==> src/rtl/wdt_window_pkg.sv <==
package wdt_window_pkg;

   localparam int REG_W   = 32;
   localparam int FIELD_W = 12;
   localparam int KEY_LSB = 24;
   localparam int GO_BIT  = 0;
   localparam int ST_UF   = 0;
   localparam int ST_WIN  = 1;
   localparam int ST_W    = 2;

   typedef enum logic [1:0] {
      RA_MODE  = 2'd0,
      RA_CTRL  = 2'd1,
      RA_STAT  = 2'd2,
      RA_COUNT = 2'd3
   } reg_addr_e;

   // configuration word, most significant field first
   typedef struct packed {
      logic [3:0]         pad_hi;
      logic [FIELD_W-1:0] window;
      logic               pad_mid;
      logic               dbg_freeze;
      logic               rst_en;
      logic               halt;
      logic [FIELD_W-1:0] reload;
   } mode_t;

   localparam mode_t MODE_RESET = '{
      pad_hi:     4'h0,
      window:     {FIELD_W{1'b1}},
      pad_mid:    1'b0,
      dbg_freeze: 1'b0,
      rst_en:     1'b1,
      halt:       1'b0,
      reload:     {FIELD_W{1'b1}}
   };

endpackage

==> src/rtl/wdt_prescaler.sv <==
module wdt_prescaler #(
   parameter int DIV = 128
) (
   input  logic clk,
   input  logic rst_n,
   input  logic clr,
   input  logic en,
   output logic tick
);
   localparam int  PW   = (DIV > 1) ? $clog2(DIV) : 1;
   localparam bit  POW2 = ((DIV & (DIV - 1)) == 0);

   logic [PW-1:0] pc_q;

   generate
      if (POW2) begin : g_wrap
         always_ff @(posedge clk or negedge rst_n) begin
            if (!rst_n)      pc_q <= '0;
            else if (clr)    pc_q <= '0;
            else if (en)     pc_q <= pc_q + 1'b1;
         end
         assign tick = en && (&pc_q);
      end else begin : g_cmp
         localparam logic [PW-1:0] LAST = PW'(DIV - 1);
         always_ff @(posedge clk or negedge rst_n) begin
            if (!rst_n)      pc_q <= '0;
            else if (clr)    pc_q <= '0;
            else if (en)     pc_q <= (pc_q == LAST) ? '0 : pc_q + 1'b1;
         end
         assign tick = en && (pc_q == LAST);
      end
   endgenerate

endmodule

==> src/rtl/wdt_downcount.sv <==
module wdt_downcount #(
   parameter int W = 12
) (
   input  logic         clk,
   input  logic         rst_n,
   input  logic         load,
   input  logic         run,
   input  logic         tick,
   input  logic [W-1:0] reload,
   output logic [W-1:0] cnt,
   output logic         uf
);
   logic [W-1:0] cnt_q;
   logic         at_zero;

   assign at_zero = (cnt_q == '0);
   assign uf      = run && tick && at_zero && !load;
   assign cnt     = cnt_q;

   always_ff @(posedge clk or negedge rst_n) begin
      if (!rst_n)             cnt_q <= '1;
      else if (load)          cnt_q <= reload;
      else if (run && tick)   cnt_q <= at_zero ? reload : cnt_q - 1'b1;
   end

endmodule

==> src/rtl/wdt_regfile.sv <==
module wdt_regfile
   import wdt_window_pkg::*;
#(
   parameter int          CNT_W = 12,
   parameter logic [7:0]  KEY   = 8'hA5
) (
   input  logic             clk,
   input  logic             rst_n,
   input  logic             wr_en,
   input  logic             rd_en,
   input  logic [1:0]       addr,
   input  logic [REG_W-1:0] wdata,
   input  logic [CNT_W-1:0] cnt,
   input  logic             uf,
   output logic [REG_W-1:0] rdata,
   output mode_t            mode,
   output logic             locked,
   output logic             load,
   output logic [CNT_W-1:0] reload_val,
   output logic             win_err,
   output logic             irq
);
   reg_addr_e       ra;
   mode_t           mode_q;
   mode_t           mode_in;
   logic            lock_q;
   logic [ST_W-1:0] st_q;
   logic            wr_mode, go, in_win, rd_stat;

   assign ra      = reg_addr_e'(addr);
   assign mode_in = mode_t'(wdata);
   assign wr_mode = wr_en && (ra == RA_MODE) && !lock_q;
   assign go      = wr_en && (ra == RA_CTRL) && wdata[GO_BIT]
                    && (wdata[REG_W-1:KEY_LSB] == KEY) && !mode_q.halt;
   assign in_win  = FIELD_W'(cnt) <= mode_q.window;
   assign win_err = go && !in_win;
   assign load    = wr_mode || (go && in_win);
   assign rd_stat = rd_en && (ra == RA_STAT);

   assign reload_val = wr_mode ? mode_in.reload[CNT_W-1:0]
                               : mode_q.reload[CNT_W-1:0];

   always_ff @(posedge clk or negedge rst_n) begin
      if (!rst_n) begin
         mode_q <= MODE_RESET;
         lock_q <= 1'b0;
      end else if (wr_mode) begin
         mode_q         <= mode_in;
         mode_q.pad_hi  <= '0;
         mode_q.pad_mid <= 1'b0;
         lock_q         <= 1'b1;
      end
   end

   always_ff @(posedge clk or negedge rst_n) begin
      if (!rst_n) st_q <= '0;
      else        st_q <= (rd_stat ? '0 : st_q) | {win_err, uf};
   end

   always_comb begin
      rdata = '0;
      if (rd_en) begin
         unique case (ra)
            RA_MODE:  rdata = mode_q;
            RA_CTRL:  rdata = '0;
            RA_STAT:  rdata = REG_W'(st_q);
            RA_COUNT: rdata = REG_W'(cnt);
         endcase
      end
   end

   assign mode   = mode_q;
   assign locked = lock_q;
   assign irq    = |st_q;

endmodule

==> src/rtl/wdt_window.sv <==
module wdt_window
   import wdt_window_pkg::*;
#(
   parameter int         CNT_W    = 12,
   parameter int         PRESCALE = 128,
   parameter logic [7:0] KEY      = 8'hA5
) (
   input  logic        clk,
   input  logic        rst_n,
   input  logic        wr_en,
   input  logic        rd_en,
   input  logic [1:0]  addr,
   input  logic [31:0] wdata,
   output logic [31:0] rdata,
   input  logic        dbg_in,
   output logic        irq,
   output logic        rst_req
);
   generate
      if (CNT_W < 2 || CNT_W > FIELD_W) begin : g_bad_cnt_w
         $error("wdt_window: CNT_W must lie in 2..FIELD_W");
      end
      if (PRESCALE < 2) begin : g_bad_div
         $error("wdt_window: PRESCALE must be at least 2");
      end
   endgenerate

   mode_t            mode_q;
   logic             locked;
   logic             load, win_err, uf, tick, run;
   logic [CNT_W-1:0] cnt_q, reload_val;
   logic             rst_q;

   assign run = !mode_q.halt && !(mode_q.dbg_freeze && dbg_in);

   wdt_regfile #(.CNT_W(CNT_W), .KEY(KEY)) u_regs (
      .clk, .rst_n, .wr_en, .rd_en, .addr, .wdata,
      .cnt(cnt_q), .uf, .rdata, .mode(mode_q), .locked,
      .load, .reload_val, .win_err, .irq
   );

   wdt_prescaler #(.DIV(PRESCALE)) u_pre (
      .clk, .rst_n, .clr(load), .en(run), .tick
   );

   wdt_downcount #(.W(CNT_W)) u_cnt (
      .clk, .rst_n, .load, .run, .tick,
      .reload(reload_val), .cnt(cnt_q), .uf
   );

   always_ff @(posedge clk or negedge rst_n) begin
      if (!rst_n) rst_q <= 1'b0;
      else        rst_q <= mode_q.rst_en && (uf || win_err);
   end

   assign rst_req = rst_q;

endmodule

==> config.mk <==
export PLATFORM = sky130hd
export DESIGN_NAME = wdt_window
export DESIGN_NICKNAME = d
export VERILOG_FILES = /design/src/rtl/wdt_window_pkg.sv /design/src/rtl/wdt_prescaler.sv /design/src/rtl/wdt_downcount.sv /design/src/rtl/wdt_regfile.sv /design/src/rtl/wdt_window.sv
export SDC_FILE = /design/constraint.sdc
export NUM_CORES = 1
export LEC_CHECK = 0
export BUFFER_PORTS_ARGS = -buffer_cell sky130_fd_sc_hd__buf_2
export CORE_ASPECT_RATIO = 0.7
export CORE_UTILIZATION = 51
export CTS_BUF_LIST = sky130_fd_sc_hd__clkbuf_8
export DETAILED_ROUTE_END_ITERATION = 7
export GPL_ROUTABILITY_DRIVEN = 0
export PLACE_DENSITY = 0.79
export SETUP_SLACK_MARGIN = 0.3
export SKIP_CTS_REPAIR_TIMING = 1
export SYNTH_ARGS = -nofsm -noshare
export SYNTH_HDL_FRONTEND = slang
export SYNTH_HIERARCHICAL = 1
export SYNTH_SLANG_ARGS = --single-unit
==> constraint.sdc <==
create_clock -name clk -period 2.6 [get_ports clk]
set_input_delay 0.52 -clock clk [delete_from_list [all_inputs] [get_ports clk]]
set_output_delay 0.52 -clock clk [all_outputs]
set_load 0.02 [all_outputs]
== Yosys cells after proc, flatten, opt, wreduce, memory -nomap -nowiden ==
Cells that the tools add are included.
Word-level totals
  bits in registers: 50
  output and inout port bits: 34
  logic and storage cells: 56
Operators by class
  add/sub/neg operators: 2
  muxes and demuxes: 9
  equal/unequal tests: 4
  order comparisons: 1
  reductions and logical operators: 29
  bitwise gates (word level): 1
Operators with widths (count)
  case mux 32 bit (4 select lines): 1
  2-to-1 mux 12 bit: 4
  2-to-1 mux 32 bit: 1
  logical AND 1 bit: 16
  2-to-1 mux 7 bit: 2
  less-or-equal comparator 12 bit: 1
  logical NOT 12 bit: 1
  subtractor 12 x 1 -> 12 bit, second input constant: 1
  == test 8 bit, second input constant: 1
  adder 7 x 1 -> 7 bit, second input constant: 1
  AND reduction 7 bit: 1
  logical NOT 1 bit: 5
  == test 2 bit, second input constant: 2
  nonzero test 2 bit: 2
  == test 2 x 1 -> 1 bit, second input constant: 1
  logical NOT 2 bit: 1
  logical OR 1 bit: 2
  2-to-1 mux 2 bit: 1
  OR 2 bit: 1
  OR reduction 2 bit: 1

== Depth between registers and ports, before layout ==
Gate-level depths: netlist of the first run.
  word-level depth: 11
  mapped depth: 12
  depth with buffers taken out: 12

== Modules after synthesis ==
Netlist of the first run, hierarchy kept.
Modules (own cells, without submodules)
  wdt_regfile: seq. area each 782.0 µm², instances 1, cells each 187, area an instance 1880.6 µm²
  wdt_downcount: seq. area each 315.3 µm², instances 1, cells each 98, area an instance 854.6 µm²
  wdt_prescaler: seq. area each 175.2 µm², instances 1, cells each 34, area an instance 355.3 µm²
  wdt_window: seq. area each 25.0 µm², instances 1, cells each 3, area an instance 37.5 µm²

== Least setup slack after synthesis of the first run ==
No wires, ideal clock.
  kind: register to register
  from: register u_regs/mode[17] (netlist name)
  to: register u_cnt.cnt_q[10] (netlist: u_cnt/cnt[10])
  clock period less this slack: 2677 ps
  arrival: 2587 ps
  slack: -77 ps
  cell stages (with the launch flop): 13
  cell sequence: dfstp_2 > inv_1 > ha_1 > nor2b_1 > o211ai_1 > a211o_1 > a31oi_1 > o22ai_1 > a21oi_1 > or3_1 > nor3_2 > nor3b_1 > a311oi_2
On the way
  cells in the longest elaborated chain, start to end: 4
RTL lines
  less-or-equal comparator 12 bit *: line wdt_regfile.sv:35  | assign in_win = FIELD_W'(cnt) <= mode_q.window;
  logical AND 1 bit *: line wdt_regfile.sv:37  | assign load = wr_mode || (go && in_win);
  logical OR 1 bit *: line wdt_regfile.sv:37
  net load: line wdt_window.sv:30  | logic load, win_err, uf, tick, run;
  2-to-1 mux 12 bit / nonzero test 2 bit (equally long branches)
  end signal, assigned: line wdt_downcount.sv:22  | else if (load) cnt_q <= reload;
  end signal, assigned: line wdt_downcount.sv:23  | else if (run && tick) cnt_q <= at_zero ? reload : cnt_q - 1'b1;
  end, declared: line wdt_downcount.sv:13  | logic [W-1:0] cnt_q;
The timed path passes the listed nets; every way through them passes the cells marked *.
A chain may end at the register's enable or synchronous reset.

== Final worst setup path of the first run ==
  from: register u_regs/mode[19] (netlist name)
  to: register u_cnt.cnt_q[8] (netlist: u_cnt/cnt[8])
On the way
  cells in the longest elaborated chain, start to end: 4
RTL lines (line)
  less-or-equal comparator 12 bit *: wdt_regfile.sv:35
  logical AND 1 bit *: wdt_regfile.sv:37
  logical OR 1 bit *: wdt_regfile.sv:37
  net load: wdt_window.sv:30
  2-to-1 mux 12 bit / nonzero test 2 bit (equally long branches)
Marked as above.

==> results.txt, run 1 <==
----------------------------------------------------
[Power and ir drop]
  Power density of the placed cells ... about 660 nW/um2
  Post-route total power ... 0.00270 W
  Leak Pwr ... between 1.5 and 2 nW
  Worst vdd ir ... 0.407 mV

[Placed design]
  Half-perimeter wire length of the detailed placement result ... 5.63 mm
  Placement-stage worst setup slack ... -88.0 ps
  Number of buffers inserted by port buffering ... 66

[GRT]
  Global routing met3 resource utilization ... 0.0653
  Global-route total usage across every layer ... 0.256
  Most Crowded Layer GR ... met2
  Maximum number of pins on one net before global-route repair ... 29
  Grt total ovfl ... 0
  Met1 Track Usage GR ... 0.358
  Met2 usage ... 0.402
  Global-route wire length before repair ... 12.2 mm
  Number of global-route vias before repair ... between 2000 and 3000
  Number of antenna violations at the first check in global routing ... 0

[Layout]
  Share of final-layout standard cells stronger than drive strength 1 ... 0.532
  Most frequent cells in the layout ... sky130_fd_sc_hd__buf_2 (66), sky130_fd_sc_hd__dfstp_2 (37), sky130_fd_sc_hd__buf_4 (25), sky130_fd_sc_hd__nand2_1 (21), sky130_fd_sc_hd__mux2_2 (19)
  Antenna cell count ... 0
  Area Overhead vs Synth ... 33.1%
  Final nets ... 465
  Most common library cell in the layout ignoring fill and taps ... sky130_fd_sc_hd__buf_2

[Setup path]
  Biggest fanout along the worst timing path ... 3
  Worst Setup End Kind ... flop
  Slowest stage cell on the critical path ... sky130_fd_sc_hd__dfstp_2
  Library cell appearing most often on the critical path ... sky130_fd_sc_hd__a21oi_1
  Worst Path Buf+Inv ... 1
  Required time of the critical path ... 2850 ps
  Crit path cell chain ... inv_1 > ha_1 > nand4_1 > nor3_2 > a31oi_2 > o22ai_2 > a21oi_2 > or3_4 > a311oi_2 > a21oi_1 > a21oi_1
  Sort of element at the start of the critical path ... flop
  Arr. time, crit path ... 2870 ps
  Reg2reg setup slack ... -20 ps
  Crit-path max cell delay ... between 500 and 600 ps
  Kind of critical path ... reg2reg
  Category of cells accounting for the largest share of critical-path delay ... simple AND/OR/NAND/NOR gates

[Outcome]
  Status ... finished, violations left
  Violated checks ... negative setup slack

[STA]
  Setup repair after global routing missed its margin ... yes
  Total count of max-transition violations in the final report ... 0
  Final worst clock skew ... 7.96 ps
  Setup TNS Final ... -23.6 ps
  Slew at the pin closest to its max-slew limit ... slightly above 600 ps
  Final worst hold slack ... 203 ps
  Count of final setup violators ... 2
  Final period util ... 1.01
  Timing-limited maximum frequency ... approximately 0.38 GHz
  Number of failing hold endpoints at the final stage ... 0
  Max-slew headroom at the worst pin ... 0.587
  Clock period minus final worst setup slack ... between 2000 and 3000 ps
  Worst Slack Setup Final ... -18.4 ps

[Yosys]
  Synthesized instance count ... around 320
  Yosys warns ... 6
  Mapped cell area ... around 3100 um2
  Mean Syn Cell Area ... 9.75 um2

[Clock network]
  Number of buffers between clock root and the deepest sink ... 2
  Clock tree from TritonCTS ... built
  Number of buffers inserted during clock tree synthesis ... 5
  Clk sink count ... 50
  Clock network latency to the later pin of the worst-skew pair ... about 320 ps
  Library cell used as clock root buffer ... sky130_fd_sc_hd__clkbuf_8
  Clock transition at the registers of the reported paths ... about 100 ps
  Maximum level of the CTS H-tree ... 2

[Floorplanning]
  Core region area ... 5780 um2
  Standard-cell rows ... 23
  Overall die height ... 67.1 um
  Die area ... 6380 um2
  Starting utilization of the core area ... 0.534
  Boundary Pins ... between 70 and 80
  Die width ... ~95 um

[Routing]
  Number of search-and-repair iterations in the first detailed-routing pass ... 5
  Detailed-route wire length per cell ... between 15 and 20 um
  Detail-routed via count per cell ... approximately 5.6
  Initial drt markers ... roughly 170
  Detailed-route DRC error count ... 0
  Count of vias placed by the detailed router ... approximately 2700
  Detailed-route wire length ... between 8 and 9 mm
  Antenna Violating Nets Remaining ... 0

[Run]
  MaxCap Viol Count ... 0

[Worst hold path]
  Hold Path Class ... in2async

----------------------------------------------------
path summary, 6_finish.rpt:
check | startpoint | endpoint | cells after the start
setup / recovery | u_regs/mode[19]$_DFFE_PN1P_ | u_cnt/cnt[8]$_DFFE_PN1P_ | 11
hold reg to reg | u_regs/st_q[1]$_DFF_PN0_ | u_regs/st_q[1]$_DFF_PN0_ | 1
hold / removal | rst_n | rst_req$_DFF_PN0_ | 1
min in group clk | wdata[22] | u_regs/mode[22]$_DFFE_PN1P_ | 3
max in group asynchronous | rst_n | u_cnt/cnt[5]$_DFFE_PN1P_ | 2
setup reg to reg | u_regs/mode[19]$_DFFE_PN1P_ | u_cnt/cnt[8]$_DFFE_PN1P_ | 11
per-layer routing:
metal,wire [um],part of all wire
met3,468,0.056
met5,0,0
met2,3890,0.47
met4,121,0.015
met1,3820,0.46
worst register-to-register path, cell delays in order, from the launching register on:
cell,delay (ps)
sky130_fd_sc_hd__dfstp_2,540
sky130_fd_sc_hd__inv_1,60
sky130_fd_sc_hd__ha_1,340
sky130_fd_sc_hd__nand4_1,150
sky130_fd_sc_hd__nor3_2,280
sky130_fd_sc_hd__a31oi_2,70
sky130_fd_sc_hd__o22ai_2,170
sky130_fd_sc_hd__a21oi_2,60
sky130_fd_sc_hd__or3_4,410
sky130_fd_sc_hd__a311oi_2,240
sky130_fd_sc_hd__a21oi_1,80
sky130_fd_sc_hd__a21oi_1,160
power breakdown:
part | internal (W) | switching (W) | total (W)
sequential | 0.00106 | 0.000157 | 0.00121
clock | 0.000284 | 0.000275 | 0.000558
combinational | 0.000434 | 0.000491 | 0.000924
stage by stage:
stage               area, um2  std cells   util
global route             4110        487  0.711
finish                   4110        487  0.711
detailed placement       3640        465  0.629
CTS                      3750        473  0.648
global placement         3640        465  0.629
floorplan                3160        321      -
cell type report:
class,instances,area [um2]
clock buffer,5,68.8
clock inverter,3,41.3
fill,439,1670
inverter,18,71.3
multi-input combinational,236,1890
sequential,50,1300
tap,75,93.8
timing repair buffer,100,646
sequential cells by signal (all words and copies together), names as in the netlist:
signal         flops
u_regs/mode       27
u_cnt/cnt         12
u_pre/pc_q         7
u_regs/st_q        2
rst_req            1
u_regs/locked      1
Power figures use the tool's default switching activity.
==> run 2: changes to the inputs <==
- clock period: 2.6 -> 2.25 ns (I/O delays scaled with it)
==> results.txt, run 2 (synthesis results as in run 1) <==
----------------------------------------------------
[Routing]
  Detailed-route wire length ... 7.89 mm
  Number of search-and-repair iterations in the first detailed-routing pass ... 4
  Detail-routed via count per cell ... around 5.5
  Routed met2 length ... 3.74 mm
  Detailed-route wire length per cell ... 16.0 um
  Detailed-routed wire length on met3 ... roughly 450 um
  Count of vias placed by the detailed router ... approximately 2700
  Detailed-route DRC error count ... 0
  Top routing layer in use ... met4
  Initial drt markers ... roughly 140
  Met1 layer wirelength in the final routing ... between 3 and 4 mm
  Antenna Violating Nets Remaining ... 0

[Floorplanning]
  Core region area ... between 5000 and 6000 um2
  Starting utilization of the core area ... 0.534
  Die area ... about 6400 um2
  Die width ... about 95 um
  Boundary Pins ... between 70 and 80
  Overall die height ... ~67 um
  Standard-cell rows ... 23

[Layout]
  Filler instances ... 464
  Most common library cell in the layout ignoring fill and taps ... sky130_fd_sc_hd__buf_2
  Seq. cell area ... about 1300 um2
  Cell Count, Final, Fillers Out ... 492
  Footprint of the multi-input gates ... 1820 um2
  Number of flip-flops under the largest register name ... 27
  Share of final-layout standard cells stronger than drive strength 1 ... 0.513
  Most frequent cells in the layout ... sky130_fd_sc_hd__buf_2 (62), sky130_fd_sc_hd__buf_4 (42), sky130_fd_sc_hd__dfstp_2 (37), sky130_fd_sc_hd__nand2_1 (21), sky130_fd_sc_hd__mux2_2 (19)
  Antenna cell count ... 0
  Area Overhead vs Synth ... 30.9%
  Final nets ... 470

[Setup path]
  Biggest fanout along the worst timing path ... 5
  Sort of element at the start of the critical path ... flop
  Worst Setup End Kind ... flop
  Arr. time, crit path ... 2840 ps
  Required time of the critical path ... between 2000 and 3000 ps
  Kind of critical path ... reg2reg

[STA]
  Max-slew headroom at the worst pin ... 0.598
  Setup TNS Final ... -3290 ps
  Timing-limited maximum frequency ... about 0.39 GHz
  Setup repair after global routing missed its margin ... yes
  Slew at the pin closest to its max-slew limit ... 603 ps
  Total count of max-transition violations in the final report ... 0
  Final period util ... 1.15
  Number of failing hold endpoints at the final stage ... 0
  Clock period minus final worst setup slack ... about 2600 ps
  Count of final setup violators ... 15
  Final worst clock skew ... around 6.8 ps
  Worst Slack Setup Final ... -342 ps

[GRT]
  Global-route wire length before repair ... roughly 12 mm
  Number of antenna violations at the first check in global routing ... 0
  Number of global-route vias before repair ... 2519
  Global-route total usage across every layer ... 0.252
  Maximum number of pins on one net before global-route repair ... 28
  Grt total ovfl ... 0

[Clock network]
  Clock network latency to the later pin of the worst-skew pair ... just over 300 ps
  Library cell used as clock root buffer ... sky130_fd_sc_hd__clkbuf_8
  Clock transition at the registers of the reported paths ... approximately 100 ps
  Clock tree from TritonCTS ... built
  Clk sink count ... 50
  Number of buffers inserted during clock tree synthesis ... 5
  Number of buffers between clock root and the deepest sink ... 2
  Maximum level of the CTS H-tree ... 2

[Outcome]
  Violated checks ... negative setup slack
  Status ... finished, violations left

[Power and ir drop]
  Leak Pwr ... around 1.8 nW
  Power density of the placed cells ... approximately 770 nW/um2
  Worst vdd ir ... ~0.51 mV

[Run]
  MaxCap Viol Count ... 0

[Placed design]
  Half-perimeter wire length of the detailed placement result ... just under 6 mm
  # placed instances ... slightly below 500
  Placement-stage worst setup slack ... -384 ps
  Number of buffers inserted by port buffering ... 66

[Worst hold path]
  Hold Path Class ... in2async

----------------------------------------------------
run 2: where the power goes:
group	internal (W)	total (W)	leakage, nW	switching, W
clock network	0.000334	0.000651	0.0585	0.000318
registers	0.00122	0.00139	0.551	0.000172
logic	0.000504	0.00106	1.20	0.000553
total	0.00206	0.00310	1.81	0.00104
run 2: worst paths after layout:
| path | startpoint | to | slack (ps) | cells past startpoint |
|---|---|---|---|---|
| min | rst_n | rst_req$_DFF_PN0_ | 140 | 1 |
| max | u_regs/mode[24]$_DFFE_PN1P_ | u_cnt/cnt[2]$_DFFE_PN1P_ | -340 | 11 |
| max in group asynchronous | rst_n | u_cnt/cnt[5]$_DFFE_PN1P_ | 1440 | 2 |
| max reg2reg | u_regs/mode[24]$_DFFE_PN1P_ | u_cnt/cnt[2]$_DFFE_PN1P_ | -340 | 11 |
| min in group clk | wdata[18] | u_regs/mode[18]$_DFFE_PN1P_ | 350 | 3 |
| min reg2reg | u_regs/mode[13]$_DFFE_PN1P_ | rst_req$_DFF_PN0_ | 520 | 1 |
run 2: layout make-up:
| class | count | share of cell area |
|---|---|---|
| inverters | 18 | 0.0176 |
| well taps | 75 | 0.0232 |
| clock buffers | 5 | 0.0170 |
| clock inverters | 3 | 0.0108 |
| multi-input cells | 235 | 0.449 |
| flip-flops and latches | 50 | 0.321 |
| repair buffers | 106 | 0.161 |
run 2: metrics by stage:
stage               total power [W]  utilization  instance area [um2]  hold slack (ps)
CTS                         0.00301        0.673                 3890              153
finish                      0.00310        0.700                 4050              136
detailed placement          0.00236        0.653                 3780              488
floorplan                   0.00201            -                 3160              154
global placement            0.00229        0.653                 3780              485
global route                0.00331        0.700                 4050              180
run 2: critical path: stages, from the launching register on:
cell and delay (ps):
sky130_fd_sc_hd__dfstp_2 550, sky130_fd_sc_hd__inv_1 60, sky130_fd_sc_hd__ha_1 270, sky130_fd_sc_hd__nand4_1 150
sky130_fd_sc_hd__a211o_1 330, sky130_fd_sc_hd__a31oi_1 220, sky130_fd_sc_hd__o22ai_2 120, sky130_fd_sc_hd__buf_4 170
sky130_fd_sc_hd__clkinvlp_4 110, sky130_fd_sc_hd__nand2_4 50, sky130_fd_sc_hd__or4_4 420, sky130_fd_sc_hd__nand3_2 80
run 2: routing by layer:
| metal | up-vias | GRT usage |
|---|---|---|
| met3 | 7 | 0.0462 |
| met1 | 1306 | 0.350 |
| li1 | 1321 | - |
| met5 | - | 0 |
| met2 | 85 | 0.416 |
| met4 | 0 | 0.0511 |
